==> src/rtl/tpg_pkg.sv <==
package tpg_pkg;

  typedef enum logic [2:0] {
    MODE_OFF     = 3'd0,
    MODE_RAMP    = 3'd1,
    MODE_CHECKER = 3'd2,
    MODE_USER    = 3'd3,
    MODE_PRBS7   = 3'd4,
    MODE_PRBS15  = 3'd5,
    MODE_PRBS31  = 3'd6,
    MODE_RSVD    = 3'd7
  } tpg_mode_e;

  localparam int PRBS_COUNT = 3;

  function automatic logic is_transport(tpg_mode_e m);
    return (m == MODE_RAMP) || (m == MODE_CHECKER) || (m == MODE_USER);
  endfunction

  function automatic logic is_link(tpg_mode_e m);
    return (m == MODE_PRBS7) || (m == MODE_PRBS15) || (m == MODE_PRBS31);
  endfunction

  function automatic tpg_mode_e sanitize(logic [2:0] code);
    return (code == 3'd7) ? MODE_OFF : tpg_mode_e'(code);
  endfunction

  function automatic int prbs_order(int idx);
    case (idx)
      0:       return 7;
      1:       return 15;
      default: return 31;
    endcase
  endfunction

  function automatic int prbs_tap(int idx);
    case (idx)
      0:       return 6;
      1:       return 14;
      default: return 28;
    endcase
  endfunction

endpackage

==> src/rtl/tpg_frame_ctl.sv <==
module tpg_frame_ctl
  import tpg_pkg::*;
#(
  parameter int FRAME_OCTETS = 4
) (
  input  logic      clk,
  input  logic      rst,
  input  logic      sync_n,
  input  logic      octet_en,
  input  logic [2:0] cfg_mode,
  output logic      sync_rise,
  output tpg_mode_e act_mode
);

  localparam int CNT_W = (FRAME_OCTETS > 1) ? $clog2(FRAME_OCTETS) : 1;
  localparam logic [CNT_W-1:0] LAST = CNT_W'(FRAME_OCTETS - 1);

  logic             sync_q;
  logic [CNT_W-1:0] fcnt;
  logic             frame_last;

  assign sync_rise  = sync_n & ~sync_q;
  assign frame_last = (fcnt == LAST);

  always_ff @(posedge clk) begin
    if (rst) begin
      sync_q <= 1'b0;
    end else begin
      sync_q <= sync_n;
    end
  end

  always_ff @(posedge clk) begin
    if (rst) begin
      fcnt <= '0;
    end else if (sync_rise) begin
      fcnt <= '0;
    end else if (octet_en) begin
      fcnt <= frame_last ? '0 : fcnt + CNT_W'(1);
    end
  end

  always_ff @(posedge clk) begin
    if (rst) begin
      act_mode <= MODE_OFF;
    end else if (octet_en && frame_last) begin
      act_mode <= sanitize(cfg_mode);
    end
  end

endmodule

==> src/rtl/tpg_transport.sv <==
module tpg_transport
  import tpg_pkg::*;
#(
  parameter int SAMPLE_W = 16
) (
  input  logic                clk,
  input  logic                rst,
  input  logic                sample_en,
  input  logic                sync_rise,
  input  tpg_mode_e           act_mode,
  input  logic [SAMPLE_W-1:0] user_word,
  output logic [SAMPLE_W-1:0] smp_data,
  output logic                smp_valid
);

  function automatic logic [SAMPLE_W-1:0] odd_bits();
    logic [SAMPLE_W-1:0] v;
    for (int i = 0; i < SAMPLE_W; i++) v[i] = (i % 2) == 1;
    return v;
  endfunction

  localparam logic [SAMPLE_W-1:0] ALT = odd_bits();

  logic [SAMPLE_W-1:0] phase;
  logic [SAMPLE_W-1:0] eff_phase;
  logic [SAMPLE_W-1:0] word;

  assign eff_phase = sync_rise ? '0 : phase;

  always_comb begin
    case (act_mode)
      MODE_RAMP:    word = eff_phase;
      MODE_CHECKER: word = eff_phase[0] ? ~ALT : ALT;
      MODE_USER:    word = user_word;
      default:      word = '0;
    endcase
  end

  always_ff @(posedge clk) begin
    if (rst) begin
      phase <= '0;
    end else if (sample_en) begin
      phase <= eff_phase + SAMPLE_W'(1);
    end else if (sync_rise) begin
      phase <= '0;
    end
  end

  always_ff @(posedge clk) begin
    if (rst) begin
      smp_data  <= '0;
      smp_valid <= 1'b0;
    end else begin
      smp_valid <= is_transport(act_mode);
      if (sample_en) smp_data <= word;
    end
  end

endmodule

==> src/rtl/tpg_prbs_octet.sv <==
module tpg_prbs_octet #(
  parameter int ORDER = 7,
  parameter int TAP   = 6
) (
  input  logic       clk,
  input  logic       rst,
  input  logic       clear,
  input  logic       adv,
  output logic [7:0] octet
);

  logic [ORDER-1:0] state;
  logic [ORDER-1:0] nxt;

  always_comb begin
    logic [ORDER-1:0] t;
    logic             b;
    t = state;
    octet = '0;
    for (int i = 0; i < 8; i++) begin
      b = t[ORDER-1] ^ t[TAP-1];
      octet[7-i] = b;
      t = {t[ORDER-2:0], b};
    end
    nxt = t;
  end

  always_ff @(posedge clk) begin
    if (rst || clear) begin
      state <= '1;
    end else if (adv) begin
      state <= nxt;
    end
  end

endmodule

==> src/rtl/tpg_link.sv <==
module tpg_link
  import tpg_pkg::*;
(
  input  logic       clk,
  input  logic       rst,
  input  logic       octet_en,
  input  tpg_mode_e  act_mode,
  output logic [7:0] oct_data,
  output logic       oct_valid
);

  logic [7:0] gen_oct [PRBS_COUNT];
  logic [7:0] sel_oct;

  for (genvar g = 0; g < PRBS_COUNT; g++) begin : g_prbs
    logic mine;
    assign mine = (act_mode == tpg_mode_e'(3'(4 + g)));
    tpg_prbs_octet #(
      .ORDER(prbs_order(g)),
      .TAP  (prbs_tap(g))
    ) u_gen (
      .clk  (clk),
      .rst  (rst),
      .clear(~mine),
      .adv  (octet_en),
      .octet(gen_oct[g])
    );
  end

  always_comb begin
    case (act_mode)
      MODE_PRBS7:  sel_oct = gen_oct[0];
      MODE_PRBS15: sel_oct = gen_oct[1];
      MODE_PRBS31: sel_oct = gen_oct[2];
      default:     sel_oct = '0;
    endcase
  end

  always_ff @(posedge clk) begin
    if (rst) begin
      oct_data  <= '0;
      oct_valid <= 1'b0;
    end else begin
      oct_valid <= is_link(act_mode);
      if (octet_en) oct_data <= sel_oct;
    end
  end

endmodule

==> src/rtl/link_test_pattern_gen.sv <==
module link_test_pattern_gen
  import tpg_pkg::*;
#(
  parameter int SAMPLE_W     = 16,
  parameter int FRAME_OCTETS = 4
) (
  input  logic                clk,
  input  logic                rst,
  input  logic [2:0]          cfg_mode,
  input  logic [SAMPLE_W-1:0] cfg_user_word,
  input  logic                sync_n,
  input  logic                sample_en,
  input  logic                octet_en,
  output logic [SAMPLE_W-1:0] smp_data,
  output logic                smp_valid,
  output logic [7:0]          oct_data,
  output logic                oct_valid
);

  logic      sync_rise;
  tpg_mode_e act_mode;

  tpg_frame_ctl #(.FRAME_OCTETS(FRAME_OCTETS)) u_frame (
    .clk      (clk),
    .rst      (rst),
    .sync_n   (sync_n),
    .octet_en (octet_en),
    .cfg_mode (cfg_mode),
    .sync_rise(sync_rise),
    .act_mode (act_mode)
  );

  tpg_transport #(.SAMPLE_W(SAMPLE_W)) u_xport (
    .clk      (clk),
    .rst      (rst),
    .sample_en(sample_en),
    .sync_rise(sync_rise),
    .act_mode (act_mode),
    .user_word(cfg_user_word),
    .smp_data (smp_data),
    .smp_valid(smp_valid)
  );

  tpg_link u_link (
    .clk      (clk),
    .rst      (rst),
    .octet_en (octet_en),
    .act_mode (act_mode),
    .oct_data (oct_data),
    .oct_valid(oct_valid)
  );

endmodule

==> config.mk <==
export PLATFORM = sky130hd
export DESIGN_NAME = link_test_pattern_gen
export DESIGN_NICKNAME = d
export VERILOG_FILES = /design/src/rtl/tpg_pkg.sv /design/src/rtl/tpg_frame_ctl.sv /design/src/rtl/tpg_transport.sv /design/src/rtl/tpg_prbs_octet.sv /design/src/rtl/tpg_link.sv /design/src/rtl/link_test_pattern_gen.sv
export SDC_FILE = /design/constraint.sdc
export NUM_CORES = 1
export LEC_CHECK = 0
export BUFFER_PORTS_ARGS = -buffer_cell sky130_fd_sc_hd__buf_2
export CAP_MARGIN = 20
export CORE_MARGIN = 10
export CORE_UTILIZATION = 45
export CTS_CLUSTER_SIZE = 20
export DETAILED_ROUTE_END_ITERATION = 12
export SLEW_MARGIN = 20
export SYNTH_ARGS = -nofsm -noshare
export SYNTH_HDL_FRONTEND = slang
export SYNTH_SLANG_ARGS = --single-unit
export TNS_END_PERCENT = 1
==> constraint.sdc <==
create_clock -name clk -period 6 [get_ports clk]
set_input_delay 0.9 -clock clk [delete_from_list [all_inputs] [get_ports clk]]
set_output_delay 0.9 -clock clk [all_outputs]
set_load 0.005 [all_outputs]
== Yosys cells after proc, flatten, opt, wreduce, memory -nomap -nowiden ==
Index checks and enable logic that the tools add are counted.
Storage, ports and cells
  register bits: 101
  bits in latches: 0
  bits in writable memories: 0
  ROM bits: 0
  input bits: 24
  logic and storage cells: 66
  memories: 0
Cells by class
  add/sub/neg operators: 2
  multiply operators: 0
  div/mod/pow operators: 0
  order comparisons: 0
  eq/ne operators: 8
  shifts and indexed selects: 0
  mux-type cells: 7
  bitwise gates (word level): 29
  reduce and logical (&&, ||, !) cells: 9
Operators with widths (count)
  $mux 16: 3
  $pmux 16 s3: 1
  $pmux 8 s3: 1
  $xor 1x1->1: 24
  $add 16x1->16 const B: 1
  $eq 3x3->1 const B: 4
  $logic_or 1x1->1: 7
  $eq 3x2->1 const B: 2
  $not 1->1: 4
  $eq 3x1->1 const B: 1
  $mux 3: 1
  $add 2x1->2 const B: 1
  $eq 2x2->1 const B: 1
  $mux 2: 1
  $reduce_or 2->1: 1
  $and 1x1->1: 1
  $logic_and 1x1->1: 1

== Depth between registers and ports, before layout ==
Gate-level depths: netlist of run 1.
  word-level depth: 5
  mapped depth: 9
  mapped depth without buffers: 7

== Modules after synthesis ==
A second synthesis of run 1 with hierarchy kept.
Unflattened totals
  cells, all modules: 498
  area total of the unflattened synthesis: 4673.2 um^2
Modules (own cells, without submodules)
  tpg_transport: instances 1, cells an instance 202, area an instance 1606.5 um^2, sequential area each 660.6 um^2
  tpg_prbs_octet at u_link.g_prbs[2].u_gen: instances 1, cells an instance 119, area an instance 1223.7 um^2, sequential area each 620.6 um^2
  tpg_prbs_octet at u_link.g_prbs[1].u_gen: instances 1, cells an instance 66, area an instance 626.9 um^2, sequential area each 300.3 um^2
  tpg_link: instances 1, cells an instance 53, area an instance 579.3 um^2, sequential area each 180.2 um^2
  tpg_prbs_octet at u_link.g_prbs[0].u_gen: instances 1, cells an instance 33, area an instance 367.9 um^2, sequential area each 140.1 um^2
  tpg_frame_ctl: instances 1, cells an instance 25, area an instance 269.0 um^2, sequential area each 120.1 um^2

== Worst setup path before layout of run 1 ==
No wires, ideal clock.
  kind: input -> register
  from: input port sync_n
  to: register u_xport.phase[14]
  library setup time: 0.071 ns
  arrival: 2.799 ns
  required time: 5.929 ns
  setup slack: 3.131 ns
  cell stages on the path: 9
  path buffers: 2
  cells stage by stage: nand2b_1 > clkbuf_1 > and2_1 > ha_1 > nand2_1 > or4b_1 > buf_2 > or4_1 > a21oi_1
Between the ends
  word-level cells in the longest chain between the ends: 4
Ends and longest elaborated chain
  from (decl): line link_test_pattern_gen.sv:11  | input logic sync_n,
  $and 1x1->1 *: line tpg_frame_ctl.sv:22  | assign sync_rise = sync_n & ~sync_q;
  $mux 16 *
  $add 16x1->16: line tpg_transport.sv:43  | phase <= eff_phase + SAMPLE_W'(1);
  $mux 16 *: line tpg_transport.sv:42  | end else if (sample_en) begin
  to (signal assigned): line tpg_transport.sv:43
  to (decl): line tpg_transport.sv:24  | logic [SAMPLE_W-1:0] phase;
Every way passes the cells marked *; elsewhere a longest branch is shown, timed or not.
A chain may end at the register's enable or synchronous reset.

== Worst setup path after layout of run 1 ==
Same ends and word-level chain as after synthesis.

==> flow_summary.yaml, run 1 <==
run_status:
  run_status: "finished, final reports clean"
floorplan:
  dieArea_um2: 13800
  num_io_pins: 50
  core_area_um2: 9240
  rows: 35
  die_w_um: 117
  die_h_um: 117
  start_util_pct: 46.1
power_and_ir_drop:
  power_mw: 1.13
  clkPwrFrac_pct: 36.2
  p_leak_nw: 1.81
  seqPwrFrac_pct: 59.8
  combPwrFrac_pct: 4.0
  peakVddDrop_mv: 0.158
  p_switching_mw: 0.279
  powerDensity_nw_per_um2: 237
  swShare_pct: 24.8
  p_int_mw: 0.847
layout:
  drive_gt1_share_pct: 13.8
  fin_cells: 650
  fillCellCount: 919
  final_area_um2: 4740
  syn2layout_area_growth_pct: 11.4
  n_antenna_cell: 0
  finish.net_count: 542
clock_tree:
  cts_max_level: 3
  clkSinkCount: 101
  clock_tree.buffer_depth: 2
  cts_tree: "yes"
  postCtsSetupRepairBufs: 0
  cts_buffers: 9
  clk_pin_slew_worst_paths_ns: 0.10
  cts-hold-fix-buffers: 0
  cts_resized: 0
  clock-root-buffer: "clkbuf_8"
  clk_latency_ns: 0.37
synthesis:
  async_reset_ff_share_pct: 0
  synth_nets: 512
  synth-main-ff-cell: "dfxtp_1"
  netlist_area_um2: 4260
  synth_edf_count: 0
  ys_ff_latch: 101
  yosysWarnings: 0
  synth.avg_cell_area_um2: 8.76
  yosysSeqAreaShare_pct: 47.5
  synthCells: 486
  ys_types: 47
global_routing:
  antenna_found_initial: 0
  grt_max_degree: 54
  first_global_vias: 3280
  grt_pass1_wl_um: 16400
  overflow: 0
  grt_usage_pct: 14.8
setup_path:
  startpoint_type: "input port"
  worst_path_largest_cell_delay_ns: 0.63
  critical_path_buf_inv_count: 1
  crit_slowest_cell: "or4b_1"
  reg2reg_depth: 7
  path_cells: "buf_2, nand2b_1, and2_1, ha_1, nand2_1, or4b_1, or4_1, a21oi_1"
  reg2reg_to: "u_xport.phase[14]"
  r2r-start: "u_frame.sync_q"
  crit_arrival_ns: 3.02
  crit_type: "input port to flop"
  required_ns: 6.30
  critPathTopFamily: "simple AND/OR/NAND/NOR gates"
  cp_max_fo: 13
  reg2reg_slack_ns: 3.54
  end_kind: "flop"
  cp.depth: 8
sta:
  whs_ns: 0.456
  hold_violations: 0
  tns_ns: 0
  period_share_pct: 45.4
  max_freq_mhz: 367
  finalSetupViolCount: 0
  grt_setup_unrepaired: "false"
  slew_headroom_pct: 32.2
  period_needed_ns: 2.73
  fin_skew_ns: 0.0110
  worstMarginPinSlew_ns: 1.01
  slew_viol_final: 0
detailed_routing:
  postRouteAntennaNets: 0
  wl_um: 9430
  wl_per_cell_um: 14.5
  vias: 3318
  drt-initial-drc-count: 175
  drc: 0
  firstDrtPassIters: 4
  vias_per_cell: 5.10
placed_design:
  io_buffers: 49
  placed_cells: 634
  place.gp.congestion: 0.822
  placed_area_um2: 4550
  dp_hpwl_um: 6860
worst_hold_path:
  hp-start: "u_xport.smp_data[9]"
  min_path_type: "flop to flop"
  worstHoldEndpoint: "u_xport.smp_data[9]"
  hold-path-cell-count: 2
run:
  drv_cap: 0
per-stage QoR:
step	worst slack [ns]	utilization [%]
floorplan	3.13	-
global placement	2.94	49.3
detailed placement	2.89	49.3
CTS	3.29	51.3
global route	3.08	51.3
finish	3.27	51.3
cells in the final DEF, fill, tap and decap left out, types with 2 or more instances in the layout:
| cell | n |
|---|---|
| o21ai_0 | 42 |
| nand3b_1 | 3 |
| xor2_1 | 8 |
| o31ai_1 | 4 |
| a221oi_1 | 11 |
| nand2b_1 | 6 |
| a31oi_1 | 2 |
| and3b_1 | 2 |
| or4_1 | 3 |
| nand3_1 | 2 |
| dfxtp_1 | 101 |
| o22ai_1 | 3 |
| inv_6 | 2 |
| nor3b_1 | 2 |
| buf_2 | 49 |
| nor3_1 | 4 |
| ha_1 | 2 |
| a221o_1 | 2 |
| mux2i_1 | 39 |
| and2_1 | 3 |
| xnor2_1 | 23 |
| nor2b_1 | 4 |
| clkbuf_8 | 9 |
| clkinv_4 | 2 |
| buf_4 | 2 |
| inv_1 | 3 |
| or3_1 | 4 |
| nor2_1 | 29 |
| a211oi_1 | 5 |
| a21oi_1 | 14 |
| nand2_1 | 109 |
| nand4_1 | 7 |
tightest hold or removal path, cell delays in order, from the launching register on:
cell and delay, ns:
dfxtp_1 0.34, nand2_1 0.04, o21ai_0 0.05
cell type report:
cell class	count	area, um2	area share (%)
multi-input cells	350	2100	44.4
clock buffers	9	124	2.61
inverters	3	11.3	0.237
well taps	129	161	3.40
repair buffers	51	260	5.49
clock inverters	7	58.8	1.24
flip-flops and latches	101	2020	42.6
power by group through the flow:
stage	Sequential, mW	Clock, mW	Combinational, mW
after floorplan	0.689	0	0.0323
after global placement	0.689	0	0.0445
after detailed placement	0.689	0	0.0452
after CTS	0.674	0.425	0.0454
after global routing	0.674	0.453	0.0511
final	0.674	0.407	0.0452
worst max path at each step:
stage	to	from
CTS	u_xport.phase[14]	sync_n
finish	u_xport.phase[14]	sync_n
global route	u_xport.phase[14]	sync_n
detailed placement	u_xport.phase[14]	sync_n
global placement	u_xport.phase[14]	sync_n
floorplan	u_xport.phase[14]	sync_n
metal layers:
metal,GRT usage (%),part of all wire (%)
met1,18.5,47
met2,23.4,45
met3,4.59,5.5
met4,5.44,1.9
met5,0,0
sequential cells by signal (all words and copies together) (netlist names):
register,cells
u_link.g_prbs.u_gen.state,53
u_xport.phase,16
u_xport.smp_data,16
u_link.oct_data,8
u_frame.act_mode,3
u_frame.fcnt,2
u_frame.sync_q,1
u_link.oct_valid,1
u_xport.smp_valid,1
Yosys cell counts (6+ instances only):
cell	n	area share, %
xor2_1	8	1.6
a221oi_1	11	2.3
a21oi_1	14	1.6
nand4_1	7	1.0
nand2_1	109	9.6
xnor2_1	23	4.7
mux2i_1	39	9.2
o21ai_0	42	4.9
nand2b_1	6	0.88
dfxtp_1	101	47
clkbuf_1	27	2.4
nor2_1	29	2.6
logic make-up after synthesis:
| kind of cell | share of synthesized area [%] |
|---|---|
| compound gates | 13.5 |
| buf+inv | 3.20 |
| flops | 47.5 |
| mux | 9.17 |
| fa+ha+maj | 0.588 |
| simple gates | 19.7 |
| xor+xnor | 6.38 |
No activity file was read; power rests on OpenSTA's default activity.
==> inputs of run 2 (changes only) <==
--- a/config.mk
+++ b/config.mk
@@ -11,6 +11,7 @@
 export CORE_UTILIZATION = 45
 export CTS_CLUSTER_SIZE = 20
 export DETAILED_ROUTE_END_ITERATION = 12
+export PLACE_DENSITY = 0.67
 export SLEW_MARGIN = 20
 export SYNTH_ARGS = -nofsm -noshare
 export SYNTH_HDL_FRONTEND = slang
==> constraint.sdc (replaced) <==
create_clock -name clk -period 2.2 [get_ports clk]
set_input_delay 0.33 -clock clk [delete_from_list [all_inputs] [get_ports clk]]
set_output_delay 0.33 -clock clk [all_outputs]
set_load 0.005 [all_outputs]
==> flow_summary.yaml, run 2 (same netlist as run 1, synthesis figures left out) <==
setup_path:
  crit_slowest_cell: "or4b_4"
  reg2reg_depth: 7
  end_kind: "flop"
  crit_type: "flop to flop"
  worst_path_largest_cell_delay_ns: 0.57
  critical_path_buf_inv_count: 0
  cp_max_fo: 8
  worstSetupEndpoint: "u_xport.phase[14]"
  critPathTopFamily: "simple AND/OR/NAND/NOR gates"
  cp.depth: 7
  startpoint_type: "flop"
  reg2reg_to: "u_xport.phase[14]"
  r2r-start: "u_frame.sync_q"
  required_ns: 2.49
  crit_arrival_ns: 2.38
  path_cells: "nand2b_2, and2_4, ha_1, nand2_1, or4b_4, or4_4, a21oi_2"
  reg2reg_slack_ns: 0.11
  critPathLaunch: "u_frame.sync_q"
global_routing:
  grt_max_degree: 32
  overflow: 0
  grt_pass1_wl_um: 15600
  grt_usage_pct: 14.1
  first_global_vias: 3234
  antenna_found_initial: 0
placed_design:
  place.gp.congestion: 0.838
  placed_cells: 648
  dp_hpwl_um: 6920
  io_buffers: 49
worst_hold_path:
  hold-path-cell-count: 2
  min_path_type: "input port to flop"
clock_tree:
  cts_max_level: 3
  cts_buffers: 9
  clock-root-buffer: "clkbuf_8"
  clkSinkCount: 101
  cts-hold-fix-buffers: 0
  clk_pin_slew_worst_paths_ns: 0.09
  cts_tree: "yes"
  clock_tree.buffer_depth: 2
  clk_latency_ns: 0.36
detailed_routing:
  postRouteAntennaNets: 0
  drt-initial-drc-count: 179
  drc: 0
  firstDrtPassIters: 4
  wl_per_cell_um: 14.2
  vias: 3429
  wl_um: 9450
  vias_per_cell: 5.16
run_status:
  run_status: "finished, final reports clean"
power_and_ir_drop:
  p_leak_nw: 1.89
  peakVddDrop_mv: 0.295
  powerDensity_nw_per_um2: 646
floorplan:
  die_h_um: 117
  start_util_pct: 46.1
  rows: 35
  core_area_um2: 9240
  dieArea_um2: 13800
  die_w_um: 117
  num_io_pins: 50
sta:
  slew_viol_final: 0
  grt_setup_unrepaired: "false"
  slew_headroom_pct: 57.0
  finalSetupViolCount: 0
  period_needed_ns: 2.09
  max_freq_mhz: 478
  fin_skew_ns: 0.00735
  tns_ns: 0
  worstMarginPinSlew_ns: 0.641
  period_share_pct: 95.0
  hold_violations: 0
layout:
  n_antenna_cell: 0
  largestRegisters: "u_link.g_prbs.u_gen.state: 53 flops, u_xport.phase: 16 flops, u_xport.smp_data: 16 flops"
  finish.net_count: 557
  regMostFlops: "u_link.g_prbs.u_gen.state"
  layout_common_cells: "nand2_1 (109), dfxtp_1 (101), buf_2 (49)"
  syn2layout_area_growth_pct: 15.2
  drive_gt1_share_pct: 17.0
  largest_register_ffs: 53
  fillCellCount: 875
  fin_cells: 664
  layout_commonest_cell: "nand2_1"
run:
  drv_cap: 0
==> run 2: per-stage QoR <==
step | setup slack, ns | power, mW | hold slack [ns] | util [%] | instance area, um2
global placement | -0.0692 | 2.01 | 0.429 | 50.6 | 4670
finish | 0.109 | 3.17 | 0.221 | 53.1 | 4900
detailed placement | -0.0967 | 2.01 | 0.438 | 50.6 | 4670
global route | 0.00388 | 3.30 | 0.204 | 53.1 | 4900
floorplan | 0.0161 | 1.97 | 0.439 | - | 4260
CTS | 0.0685 | 3.19 | 0.193 | 52.8 | 4880
==> run 2: routing by layer <==
layer	up-vias	wire length [um]	global-route usage, %
met3	6	564	3.31
met5	-	0	0
met2	75	4440	23.2
met4	0	83	5.44
met1	1586	4360	17.3
li1	1762	-	-
==> run 2: worst min path at each step <==
stage	startpoint	to	slack, ns
floorplan	u_link.g_prbs[2].u_gen.state[2]	u_link.g_prbs[2].u_gen.state[10]	0.44
global placement	u_xport.smp_data[4]	u_xport.smp_data[4]	0.43
detailed placement	u_xport.smp_data[4]	u_xport.smp_data[4]	0.44
CTS	sync_n	u_frame.sync_q	0.19
global route	sync_n	u_frame.sync_q	0.20
finish	sync_n	u_frame.sync_q	0.22
==> run 2: timing repair <==
| action | CTS | global route |
|---|---|---|
| pin swaps | 0 | 1 |
| setup endpoints to repair | 2 | 3 |
| hold endpoints to repair | 0 | 0 |
| gates resized for setup | 2 | 5 |
| buffers inserted | 0 | 1 |
==> run 2: layout make-up <==
type                            instances  area (um2)  area share, %
Clock buffer                           12         155           3.16
Clock inverter                          3        45.0          0.919
Inverter                                3        11.3          0.230
Multi-Input combinational cell        350        2120           43.3
Sequential cell                       101        2020           41.2
Tap cell                              129         161           3.29
Timing Repair Buffer                   66         385           7.86
==> run 2: power breakdown <==
group,internal [mW],switching [mW]
clock network,0.583,0.608
logic,0.0600,0.0781
registers,1.83,0.00496
total,2.47,0.691
==> run 2: worst reg2reg max path, delay by kind of cell (launching register included) <==
| family | cells | cell delay (ns) |
|---|---|---|
| compound gates | 1 | 0.13 |
| fa+ha+maj | 1 | 0.16 |
| flops | 1 | 0.33 |
| simple gates | 5 | 1.42 |
